[config.mk]
export PLATFORM = sky130hd
export DESIGN_NAME = pkt_tx_framer
export DESIGN_NICKNAME = d
export VERILOG_FILES = /design/src/rtl/ptf_pkg.sv /design/src/rtl/ptf_seq.sv /design/src/rtl/ptf_crc.sv /design/src/rtl/ptf_ser.sv /design/src/rtl/pkt_tx_framer.sv
export SDC_FILE = /design/constraint.sdc
export NUM_CORES = 1
export LEC_CHECK = 0
export BUFFER_PORTS_ARGS = -buffer_cell sky130_fd_sc_hd__buf_2
export CELL_PAD_IN_SITES_DETAIL_PLACEMENT = 1
export CELL_PAD_IN_SITES_GLOBAL_PLACEMENT = 2
export CORE_AREA = 2 2 140 142
export CTS_BUF_LIST = sky130_fd_sc_hd__clkbuf_4 sky130_fd_sc_hd__clkbuf_8
export DETAILED_ROUTE_END_ITERATION = 10
export DIE_AREA = 0 0 142 144
export PLACE_DENSITY_LB_ADDON = 0.1
export RECOVER_POWER = 25
export REMOVE_ABC_BUFFERS = 1
export SLEW_MARGIN = 20
export SYNTH_ARGS = -nofsm -noshare
export SYNTH_HDL_FRONTEND = slang
export SYNTH_SLANG_ARGS = --single-unit
[constraint.sdc]
create_clock -name clk -period 6.6 [get_ports clk]
set_input_delay 0.66 -clock clk [delete_from_list [all_inputs] [get_ports clk]]
set_output_delay 0.66 -clock clk [all_outputs]
set_load 0.01 [all_outputs]
[src/rtl/ptf_pkg.sv]
`timescale 1ns/1ps
package ptf_pkg;

    localparam int LEN_W      = 7;
    localparam int PRE_W      = 4;
    localparam int SYNC_IDX_W = 2;
    localparam int SYNC_BYTES = 1 << SYNC_IDX_W;
    localparam int SYNC_W     = 8 * SYNC_BYTES;

    localparam logic [7:0]  PREAMBLE_BYTE = 8'hAA;
    localparam logic [15:0] CRC_POLY      = 16'h1021;
    localparam logic [15:0] CRC_SEED      = 16'hFFFF;

    // Ordering matters: fields advance only upward within a packet.
    typedef enum logic [2:0] {
        F_IDLE = 3'd0,
        F_PRE  = 3'd1,
        F_SYNC = 3'd2,
        F_ADDR = 3'd3,
        F_DATA = 3'd4,
        F_CRCH = 3'd5,
        F_CRCL = 3'd6
    } field_e;

    typedef struct packed {
        logic [PRE_W-1:0]      pre_n;
        logic [SYNC_IDX_W-1:0] sync_last;
        logic                  addr_on;
        logic                  crc_on;
        logic [LEN_W-1:0]      data_n;
        logic [SYNC_W-1:0]     sync_word;
        logic [7:0]            node;
    } cfg_t;

    function automatic logic [15:0] crc_step(input logic [15:0] c, input logic [7:0] d);
        logic [15:0] r;
        r = c ^ {d, 8'h00};
        for (int i = 0; i < 8; i++) begin
            r = r[15] ? ((r << 1) ^ CRC_POLY) : (r << 1);
        end
        return r;
    endfunction

    function automatic logic [7:0] sync_pick(input logic [SYNC_W-1:0] w,
                                             input logic [SYNC_IDX_W-1:0] idx);
        return w[(SYNC_W - 1 - 8 * int'(idx)) -: 8];
    endfunction

endpackage

[src/rtl/ptf_seq.sv]
`timescale 1ns/1ps
module ptf_seq
    import ptf_pkg::*;
(
    input  logic                  clk,
    input  logic                  rst,
    input  logic                  go,
    input  field_e                first_fld,
    input  logic                  adv,
    input  logic                  abort,
    input  logic [PRE_W-1:0]      pre_n,
    input  logic [SYNC_IDX_W-1:0] sync_last,
    input  logic                  addr_on,
    input  logic                  crc_on,
    input  logic [LEN_W-1:0]      data_n,
    output field_e                field_q,
    output field_e                nxt_fld,
    output logic [SYNC_IDX_W-1:0] nxt_sidx,
    output logic                  done,
    output logic                  underrun
);

    localparam int CW = LEN_W + 1;

    logic [LEN_W-1:0] cnt_q;
    logic [LEN_W-1:0] nxt_cnt;
    logic [CW-1:0]    cnt_inc;
    logic [CW-1:0]    pre_lim;
    logic [CW-1:0]    data_lim;
    field_e           tail_f;
    field_e           body_f;

    always_comb begin
        cnt_inc  = {1'b0, cnt_q} + CW'(1);
        pre_lim  = CW'(pre_n);
        data_lim = {1'b0, data_n};
        tail_f   = crc_on ? F_CRCH : F_IDLE;
        body_f   = (data_n != '0) ? F_DATA : tail_f;
        nxt_fld  = F_IDLE;
        nxt_cnt  = '0;
        case (field_q)
            F_PRE: begin
                if (cnt_inc < pre_lim) begin
                    nxt_fld = F_PRE;
                    nxt_cnt = cnt_inc[LEN_W-1:0];
                end else begin
                    nxt_fld = F_SYNC;
                end
            end
            F_SYNC: begin
                if (cnt_q[SYNC_IDX_W-1:0] != sync_last) begin
                    nxt_fld = F_SYNC;
                    nxt_cnt = cnt_inc[LEN_W-1:0];
                end else begin
                    nxt_fld = addr_on ? F_ADDR : body_f;
                end
            end
            F_ADDR: nxt_fld = body_f;
            F_DATA: begin
                if (cnt_inc < data_lim) begin
                    nxt_fld = F_DATA;
                    nxt_cnt = cnt_inc[LEN_W-1:0];
                end else begin
                    nxt_fld = tail_f;
                end
            end
            F_CRCH:  nxt_fld = F_CRCL;
            default: nxt_fld = F_IDLE;
        endcase
        nxt_sidx = nxt_cnt[SYNC_IDX_W-1:0];
    end

    always_ff @(posedge clk) begin
        if (rst) begin
            field_q  <= F_IDLE;
            cnt_q    <= '0;
            done     <= 1'b0;
            underrun <= 1'b0;
        end else begin
            done     <= 1'b0;
            underrun <= 1'b0;
            if (go) begin
                field_q <= first_fld;
                cnt_q   <= '0;
            end else if (adv) begin
                if (abort) begin
                    field_q  <= F_IDLE;
                    cnt_q    <= '0;
                    underrun <= 1'b1;
                end else begin
                    field_q <= nxt_fld;
                    cnt_q   <= nxt_cnt;
                    done    <= (nxt_fld == F_IDLE);
                end
            end
        end
    end

    // within one packet the field never moves backwards
    a_r1_field_forward: assert property (@(posedge clk) disable iff (rst)
        (field_q != F_IDLE && $past(field_q) != F_IDLE) |-> (field_q >= $past(field_q)));

    // done is a single-cycle pulse that follows activity
    a_r6_done_single: assert property (@(posedge clk) disable iff (rst)
        done |=> !done);
    a_r6_done_after_busy: assert property (@(posedge clk) disable iff (rst)
        $rose(done) |-> ($past(field_q) != F_IDLE));

    // an underrun leaves the framer idle and never signals completion
    a_r7_underrun_idle: assert property (@(posedge clk) disable iff (rst)
        underrun |-> (field_q == F_IDLE && !done));

endmodule

[src/rtl/ptf_crc.sv]
`timescale 1ns/1ps
module ptf_crc
    import ptf_pkg::*;
(
    input  logic        clk,
    input  logic        rst,
    input  logic        init,
    input  logic        upd,
    input  logic [7:0]  din,
    output logic [15:0] crc_q
);

    always_ff @(posedge clk) begin
        if (rst) begin
            crc_q <= CRC_SEED;
        end else if (init) begin
            crc_q <= CRC_SEED;
        end else if (upd) begin
            crc_q <= crc_step(crc_q, din);
        end
    end

    // every packet starts its checksum from the seed
    a_r5_seed_on_start: assert property (@(posedge clk) disable iff (rst)
        init |=> (crc_q == CRC_SEED));

endmodule

[src/rtl/ptf_ser.sv]
`timescale 1ns/1ps
module ptf_ser #(
    parameter int W = 8
) (
    input  logic         clk,
    input  logic         rst,
    input  logic         load,
    input  logic [W-1:0] din,
    input  logic         shift,
    output logic         msb,
    output logic         at_last
);

    localparam int CW = $clog2(W);

    logic [W-1:0]  sh_q;
    logic [CW-1:0] bc_q;

    always_ff @(posedge clk) begin
        if (rst) begin
            sh_q <= '0;
            bc_q <= '0;
        end else if (load) begin
            sh_q <= din;
            bc_q <= '0;
        end else if (shift) begin
            sh_q <= {sh_q[W-2:0], 1'b0};
            bc_q <= bc_q + CW'(1);
        end
    end

    assign msb     = sh_q[W-1];
    assign at_last = (bc_q == CW'(W - 1));

    // a freshly loaded byte presents its most significant bit first
    a_r1_msb_load: assert property (@(posedge clk) disable iff (rst)
        load |=> (msb == $past(din[W-1])));

endmodule

[src/rtl/pkt_tx_framer.sv]
`timescale 1ns/1ps
module pkt_tx_framer
    import ptf_pkg::*;
#(
    parameter int FIFO_DEPTH = 64
) (
    input  logic                  clk,
    input  logic                  rst,
    input  logic [1:0]            op_mode,
    input  logic                  fmt_var,
    input  logic [LEN_W-1:0]      pay_len,
    input  logic                  addr_en,
    input  logic                  crc_en,
    input  logic [7:0]            node_addr,
    input  logic [PRE_W-1:0]      pre_cnt,
    input  logic [SYNC_IDX_W-1:0] sync_last,
    input  logic [SYNC_W-1:0]     sync_word,
    input  logic                  start,
    input  logic                  bit_en,
    input  logic [7:0]            fifo_data,
    input  logic                  fifo_empty,
    output logic                  fifo_rd,
    output logic                  tx_bit,
    output logic                  busy,
    output logic                  done,
    output logic                  underrun
);

    localparam logic [LEN_W:0] DEPTH_L = (LEN_W + 1)'(FIFO_DEPTH);

    cfg_t                  cfg_in;
    cfg_t                  cfg_q;
    field_e                field_q;
    field_e                nxt_fld;
    field_e                first_fld;
    logic [SYNC_IDX_W-1:0] nxt_sidx;
    logic [15:0]           crc_q;
    logic                  pkt_mode;
    logic                  len_ok;
    logic                  accept;
    logic                  adv;
    logic                  need_data;
    logic                  abort;
    logic                  load;
    logic                  crc_upd;
    logic                  ser_msb;
    logic                  ser_last;
    logic [7:0]            load_byte;

    // ---- start qualification and configuration capture ----
    assign pkt_mode = (op_mode == 2'b10) || (op_mode == 2'b11);
    assign len_ok   = (pay_len != '0) && ({1'b0, pay_len} <= DEPTH_L);
    assign busy     = (field_q != F_IDLE);
    assign accept   = start && !busy && pkt_mode && !fmt_var && len_ok;

    always_comb begin
        cfg_in.pre_n     = pre_cnt;
        cfg_in.sync_last = sync_last;
        cfg_in.addr_on   = addr_en;
        cfg_in.crc_on    = crc_en;
        cfg_in.data_n    = pay_len - LEN_W'(addr_en);
        cfg_in.sync_word = sync_word;
        cfg_in.node      = node_addr;
    end

    always_ff @(posedge clk) begin
        if (rst) begin
            cfg_q <= '0;
        end else if (accept) begin
            cfg_q <= cfg_in;
        end
    end

    assign first_fld = (pre_cnt != '0) ? F_PRE : F_SYNC;

    // outside packet mode the framer never leaves idle
    a_r2_idle_without_mode: assert property (@(posedge clk) disable iff (rst)
        (!busy && !pkt_mode) |=> !busy);
    // the variable-length format is refused
    a_r3_variable_refused: assert property (@(posedge clk) disable iff (rst)
        (!busy && fmt_var) |=> !busy);

    // ---- byte boundary control ----
    assign adv       = busy && bit_en && ser_last;
    assign need_data = (nxt_fld == F_DATA);
    assign abort     = adv && need_data && fifo_empty;
    assign fifo_rd   = adv && need_data && !fifo_empty;
    assign load      = accept || (adv && !abort && (nxt_fld != F_IDLE));
    assign crc_upd   = adv && !abort && ((nxt_fld == F_ADDR) || need_data);

    // a read only happens on a bit boundary and never on an empty FIFO
    a_r8_read_needs_data: assert property (@(posedge clk) disable iff (rst)
        fifo_rd |-> !fifo_empty);
    a_r8_read_on_bit: assert property (@(posedge clk) disable iff (rst)
        fifo_rd |-> (busy && bit_en));

    always_comb begin
        if (accept) begin
            load_byte = (pre_cnt != '0) ? PREAMBLE_BYTE : sync_pick(sync_word, '0);
        end else begin
            case (nxt_fld)
                F_PRE:   load_byte = PREAMBLE_BYTE;
                F_SYNC:  load_byte = sync_pick(cfg_q.sync_word, nxt_sidx);
                F_ADDR:  load_byte = cfg_q.node;
                F_DATA:  load_byte = fifo_data;
                F_CRCH:  load_byte = crc_q[15:8];
                F_CRCL:  load_byte = crc_q[7:0];
                default: load_byte = 8'h00;
            endcase
        end
    end

    // ---- submodules ----
    ptf_seq u_seq (
        .clk       (clk),
        .rst       (rst),
        .go        (accept),
        .first_fld (first_fld),
        .adv       (adv),
        .abort     (abort),
        .pre_n     (cfg_q.pre_n),
        .sync_last (cfg_q.sync_last),
        .addr_on   (cfg_q.addr_on),
        .crc_on    (cfg_q.crc_on),
        .data_n    (cfg_q.data_n),
        .field_q   (field_q),
        .nxt_fld   (nxt_fld),
        .nxt_sidx  (nxt_sidx),
        .done      (done),
        .underrun  (underrun)
    );

    ptf_crc u_crc (
        .clk   (clk),
        .rst   (rst),
        .init  (accept),
        .upd   (crc_upd),
        .din   (load_byte),
        .crc_q (crc_q)
    );

    ptf_ser #(.W(8)) u_ser (
        .clk     (clk),
        .rst     (rst),
        .load    (load),
        .din     (load_byte),
        .shift   (busy && bit_en),
        .msb     (ser_msb),
        .at_last (ser_last)
    );

    assign tx_bit = busy && ser_msb;

endmodule

* After elaboration in Yosys (flattened, before gate mapping) *
Index checks and enable logic that the tools add are counted.

cells by class
  mux-type cells = 30
  $add $sub $neg = 4
  shifts and indexed selects = 1
  magnitude comparators = 3
  equality and inequality tests = 15
  bitwise gates (word level) = 10
  reductions and logical operators = 33

operators by type and width
  kind                 count
  $mux 13              8
  $pmux 8 s6           1
  $shiftx 39x6->8      1
  $mux 8               4
  $mux 7               4
  $mux 3               8
  $not 3->3            8
  $pmux 7 s3           1
  $eq 3x3->1 const B   6
  $xor 16x16->16       1
  $pmux 3 s5           1
  $logic_and 1x1->1    14
  $reduce_bool 7->1    2
  $eq 3x2->1 const B   4
  $add 7x1->8 const B  1
  $lt 8x4->1           1
  $lt 8x7->1           1
  $le 7x7->1 const B   1
  $sub 7x1->7          1
  $eq 3x1->1 const B   2
  $reduce_bool 3->1    2
  $sub 5x5->6 const A  1
  $eq 2x2->1 const B   2
  $logic_not 1->1      4
  12 further kinds     17

word-level totals
  word-level logic and storage cells = 110
  bits of input ports = 71
  output and inout bits = 5
  bits in registers = 94

* Depth between registers and ports, before layout *
  word-level depth = 25
  mapped depth = 18
  depth with buffers taken out = 16

* By module *
From an unflattened synthesis, not the netlist that was laid out.

unflattened totals
  cells, all modules = 634
  area, all modules = 5564.1 µm²

by module, submodules not included
  module         cells an instance  area each (µm²)  seq. area each (µm²)  times used
  pkt_tx_framer  372                3099.2           1101.1                1
  ptf_seq        136                1047.3           240.2                 1
  ptf_crc        79                 920.9            320.3                 1
  ptf_ser        47                 496.7            220.2                 1

* Worst setup path before layout *
No wires, ideal clock.

  path kind = reg-to-reg
  from = register u_seq.cnt_q[1]
  to = register u_crc.crc_q[7]
  data arrival time = 3.556 ns
  path slack = 2.930 ns
  data required time = 6.486 ns
  stages on the path, launching flop included = 16
  setup time = 0.114 ns
  buffers on the path = 0
  clock period less this slack = 3.670 ns
  cells stage by stage = dfxtp_1 > ha_1 > nand3_1 > nor2_1 > xor2_2 > ha_1 > o211ai_1 > o22ai_1 > nor3_1 > a21boi_0 > a21oi_2 > o221ai_1 > a41o_2 > xnor2_2 > xnor2_1 > a21o_1

on the way
  word-level cells in the longest chain between the ends = 18
  elaborated cells between the ends (all ways) = 39
  classes of those cells = add/sub (2); order compare (2); eq/ne (7); shift (1); mux (18); bitwise (3); reduce/logical (6)

ends and longest elaborated chain
  what                                             line                          source
  start, declared                                  ptf_seq.sv:25                 logic [LEN_W-1:0] cnt_q;
  start signal, assigned                           ptf_seq.sv:92                 cnt_q <= nxt_cnt;
  $add 7x1->8                                      ptf_seq.sv:34                 cnt_inc = {1'b0, cnt_q} + CW'(1);
  $lt 8x7->1 / $lt 8x4->1 (equally long branches)  ptf_seq.sv:60, ptf_seq.sv:43
  $mux 7, on equally long branches                 ptf_seq.sv:60, ptf_seq.sv:43
  $pmux 7 s3                                       ptf_seq.sv:41                 case (field_q)
  $sub 5x5->6                                      ptf_pkg.sv:46                 return w[(SYNC_W - 1 - 8 * int'(idx)) -: 8];
  $shiftx 39x6->8                                  ptf_pkg.sv:46
  $pmux 8 s6                                       pkt_tx_framer.sv:101          case (nxt_fld)
  $mux 8                                           pkt_tx_framer.sv:98           if (accept) begin
  $xor 16x16->16                                   ptf_pkg.sv:37                 r = c ^ {d, 8'h00};
  $mux 13 (5 in a row)                             ptf_pkg.sv:39                 r = r[15] ? ((r << 1) ^ CRC_POLY) : (r << 1);
  $not 3->3 (no line)                              n/a
  $mux 13 (3 in a row)                             ptf_pkg.sv:39
  end signal, assigned                             ptf_crc.sv:19                 crc_q <= crc_step(crc_q, din);
  end, declared                                    ptf_crc.sv:10                 output logic [15:0] crc_q

Parallel ways exist; a longest one is shown, timed or not.
A chain may end at the register's enable or synchronous reset.

* Final worst setup path *
  from = register u_seq.field_q[2]
  to = register u_crc.crc_q[6]

on the way
  word-level cells in the longest chain between the ends = 16
  elaborated cells between the ends (all ways) = 43
  classes of those cells = add/sub (1); eq/ne (11); shift (1); mux (12); bitwise (3); reduce/logical (15)

ends and longest elaborated chain
  what                                                  line           source
  start, declared                                       ptf_seq.sv:16  output field_e field_q,
  start signal, assigned                                ptf_seq.sv:83  field_q <= first_fld;
  start signal, assigned                                ptf_seq.sv:91  field_q <= nxt_fld;
  branches (longest 16 deep; another with $sub 5x5->6)  n/a

Several ways; the timed one is not identified.

==> impl_metrics.ini <==
[sta]
fin_crit_sh_pct = 79.4
setup_viol = 0
rsz0062_at_grt = no
period_minus_slack_ns = 5.24
tightest_slew_ns = 2.62
finClkSkew_ns = 0.00688
max-slew-margin-rel_pct = -74.5
drv_slew = 57
final_hold_viol_count = 0
max_freq_mhz = 191
setup_ws_ns = 1.36
tns_ns = 0

[floorplanning]
die_h_um = 144
die_area_um2 = 20400
die_w_um = 142
ios = 76
row_count = 51
core_area_um2 = 19100
initial_core_util_pct = 27.5

[setup_path]
crit_type = reg2reg
critPathMaxFanout = 56
critPathMaxStageDelay_ns = 1.89
cp.arrival_ns = 5.51
end_kind = flip-flop
worstPathRequired_ns = 6.87
slowest_stage = clkbuf_1
critPathLaunchType = flip-flop
cp_cell_sequence = or3_1 > nor4_1 > clkbuf_1 > nor2_1 > nand2_1 > a31oi_1 > o211ai_2 > xor2_2 > xnor2_2 > xor2_1 > o21ai_1

[route]
vias_per_cell = 5.01
detailroute.via_count = 4765
remaining_drc_errors = 0
ant_nets = 0
drt_first_pass_iters = 4
wire_per_inst_um = 17.6
wl_um = 16800
drt_iter0_markers = 209

[logic_synthesis]
ys_top_cells_by_area = dfxtp_1 (36%), nand2_1 (11%), a21oi_1 (6.5%)
syn_inst = 663
synth.distinct_cells = 72
yosys.area.top_type = dfxtp_1
ys.flop_type = dfxtp_1
yosys_warnings = 0
ys_seq_elements = 94
synth.top_cell.area_share_pct = 35.9
synth.avg_cell_area_um2 = 7.91
synth_area_um2 = 5250
async_flop_share_pct = 0
synth_enable_flop_cells = 0
yosysSeqAreaShare_pct = 35.9

[clocking]
clockBufferDepth = 2
clk_latency_ns = 0.39
cts_setup_buffers = 0
post_cts_resized = 0
cts_tree = yes
numCtsBuffers = 9
cts_hold_buf = 0
htree_levels = 3
cts_sinks = 94
cts_root_buffer = clkbuf_8
cts.clk_slew.worst_paths_ns = 0.10

[cells_and_area]
antenna-diode-count = 0
fill_cells = 2354
drive_gt1_share_pct = 17.4
multi_input_area_um2 = 3080
postLayoutCoreUtil_pct = 31.1
layout_commonest_cell = nand2_1
seq_area_um2 = 1880
final_cell_mix = nand2_1 (147), dfxtp_1 (94), buf_2 (71)
final_cell_area_um2 = 5930
num-nets-final = 793
syn_to_final_growth_pct = 13.0

[grt]
grt_overflow = 0
grt_max_degree = 57
grt_pass1_vias = 4930
grt_usage_pct = 17.0
antenna_found_initial = 0
grt_pass1_wl_um = 26900

[pwr]
powerDensity_nw_per_um2 = 185
leakage_uw = 0.00226
power_uw = 1100
ir_drop_v = 0.000107

[place]
placed_cell_area_um2 = 5740
hpwl_um = 12400
io_buffers = 74
place.gp.congestion = 0.772
post-place-ws_ns = 1.61

[status]
violations = capacitance limit, slew limit
run_status = complete, but fails checks

[hold_path]
hp-class = reg2reg

[flow_run]
maxCapViolCount = 1
==> worst max-delay path: cells and delay by family (launching register included) <==
family | cells | cell delay, ns
buffers and inverters | 1 | 1.89
XOR/XNOR | 3 | 0.74
AND/OR/NAND/NOR | 4 | 1.57
flip-flops | 1 | 0.46
AO/OA/AOI/OAI | 3 | 0.43
==> final cells by class <==
cell class | instances | share of cell area (%)
clock buffer | 11 | 2.34
clock inverter | 5 | 0.992
inverter | 16 | 1.01
multi-input combinational | 508 | 52.0
sequential | 94 | 31.7
tap | 238 | 5.02
timing repair buffer | 80 | 6.88
==> sequential cells by signal (all words and copies together) (netlist names) <==
name	count
u_ser.sh_q	8
cfg_q	55
u_crc.crc_q	16
u_ser.bc_q	3
u_seq.done	1
u_seq.cnt_q	7
u_seq.field_q	3
u_seq.underrun	1
==> logic make-up after synthesis <==
kind of cell | synth area share (%)
AO/OA/AOI/OAI | 23.0
XOR/XNOR | 7.18
adder cells (fa/ha/maj) | 3.10
buffers and inverters | 5.41
flip-flops | 35.9
multiplexers | 2.48
AND/OR/NAND/NOR | 22.9
==> layer usage <==
layer	routed length [µm]	track usage, %	part of all wire, %	vias up
met5	0	0	0	-
met4	228	5.37	1.4	0
met3	408	2.45	2.4	15
met2	7860	28.1	47	62
met1	8270	23.0	49	2283
li1	-	-	-	2405
==> worst paths after layout <==
path                          from        endpoint  slack (ns)  cells past startpoint
setup reg to reg  u_seq.field_q[2]  u_crc.crc_q[6]        1.36                     11
hold / removal            cfg_q[5]        cfg_q[5]        0.45                      2
setup / recovery  u_seq.field_q[2]  u_crc.crc_q[6]        1.36                     11
hold reg to reg           cfg_q[5]        cfg_q[5]        0.45                      2
==> synthesized netlist by cell type, types with 5 or more instances <==
| cell | n |
|---|---|
| mux2i_1 | 13 |
| dfxtp_1 | 94 |
| buf_6 | 5 |
| xnor2_1 | 16 |
| a22oi_1 | 6 |
| xor2_1 | 14 |
| nor2_1 | 49 |
| and2_1 | 5 |
| a211oi_1 | 11 |
| nand2_1 | 147 |
| buf_2 | 8 |
| and3_1 | 5 |
| o211ai_1 | 12 |
| inv_1 | 15 |
| ha_1 | 13 |
| a311oi_1 | 6 |
| clkbuf_1 | 28 |
| a22o_1 | 5 |
| nand3_1 | 18 |
| nor3_1 | 9 |
| a31oi_1 | 8 |
| o21ai_1 | 5 |
| a21oi_1 | 68 |
| o21ai_0 | 18 |
==> power breakdown <==
group	switching (µW)	leakage [µW]	internal (µW)
clock network	228	0.0000968	185
logic	63.7	0.00140	40.2
registers	6.07	0.000761	577
total	297	0.00226	802
==> stage by stage <==
| stage | hold WS [ns] | cells |
|---|---|---|
| global placement | 0.442 | 936 |
| finish | 0.455 | 952 |
| detailed placement | 0.443 | 936 |
| global route | 0.479 | 952 |
| CTS | 0.457 | 952 |
| floorplan | 0.426 | 618 |
(Power assumes the default switching activity.)
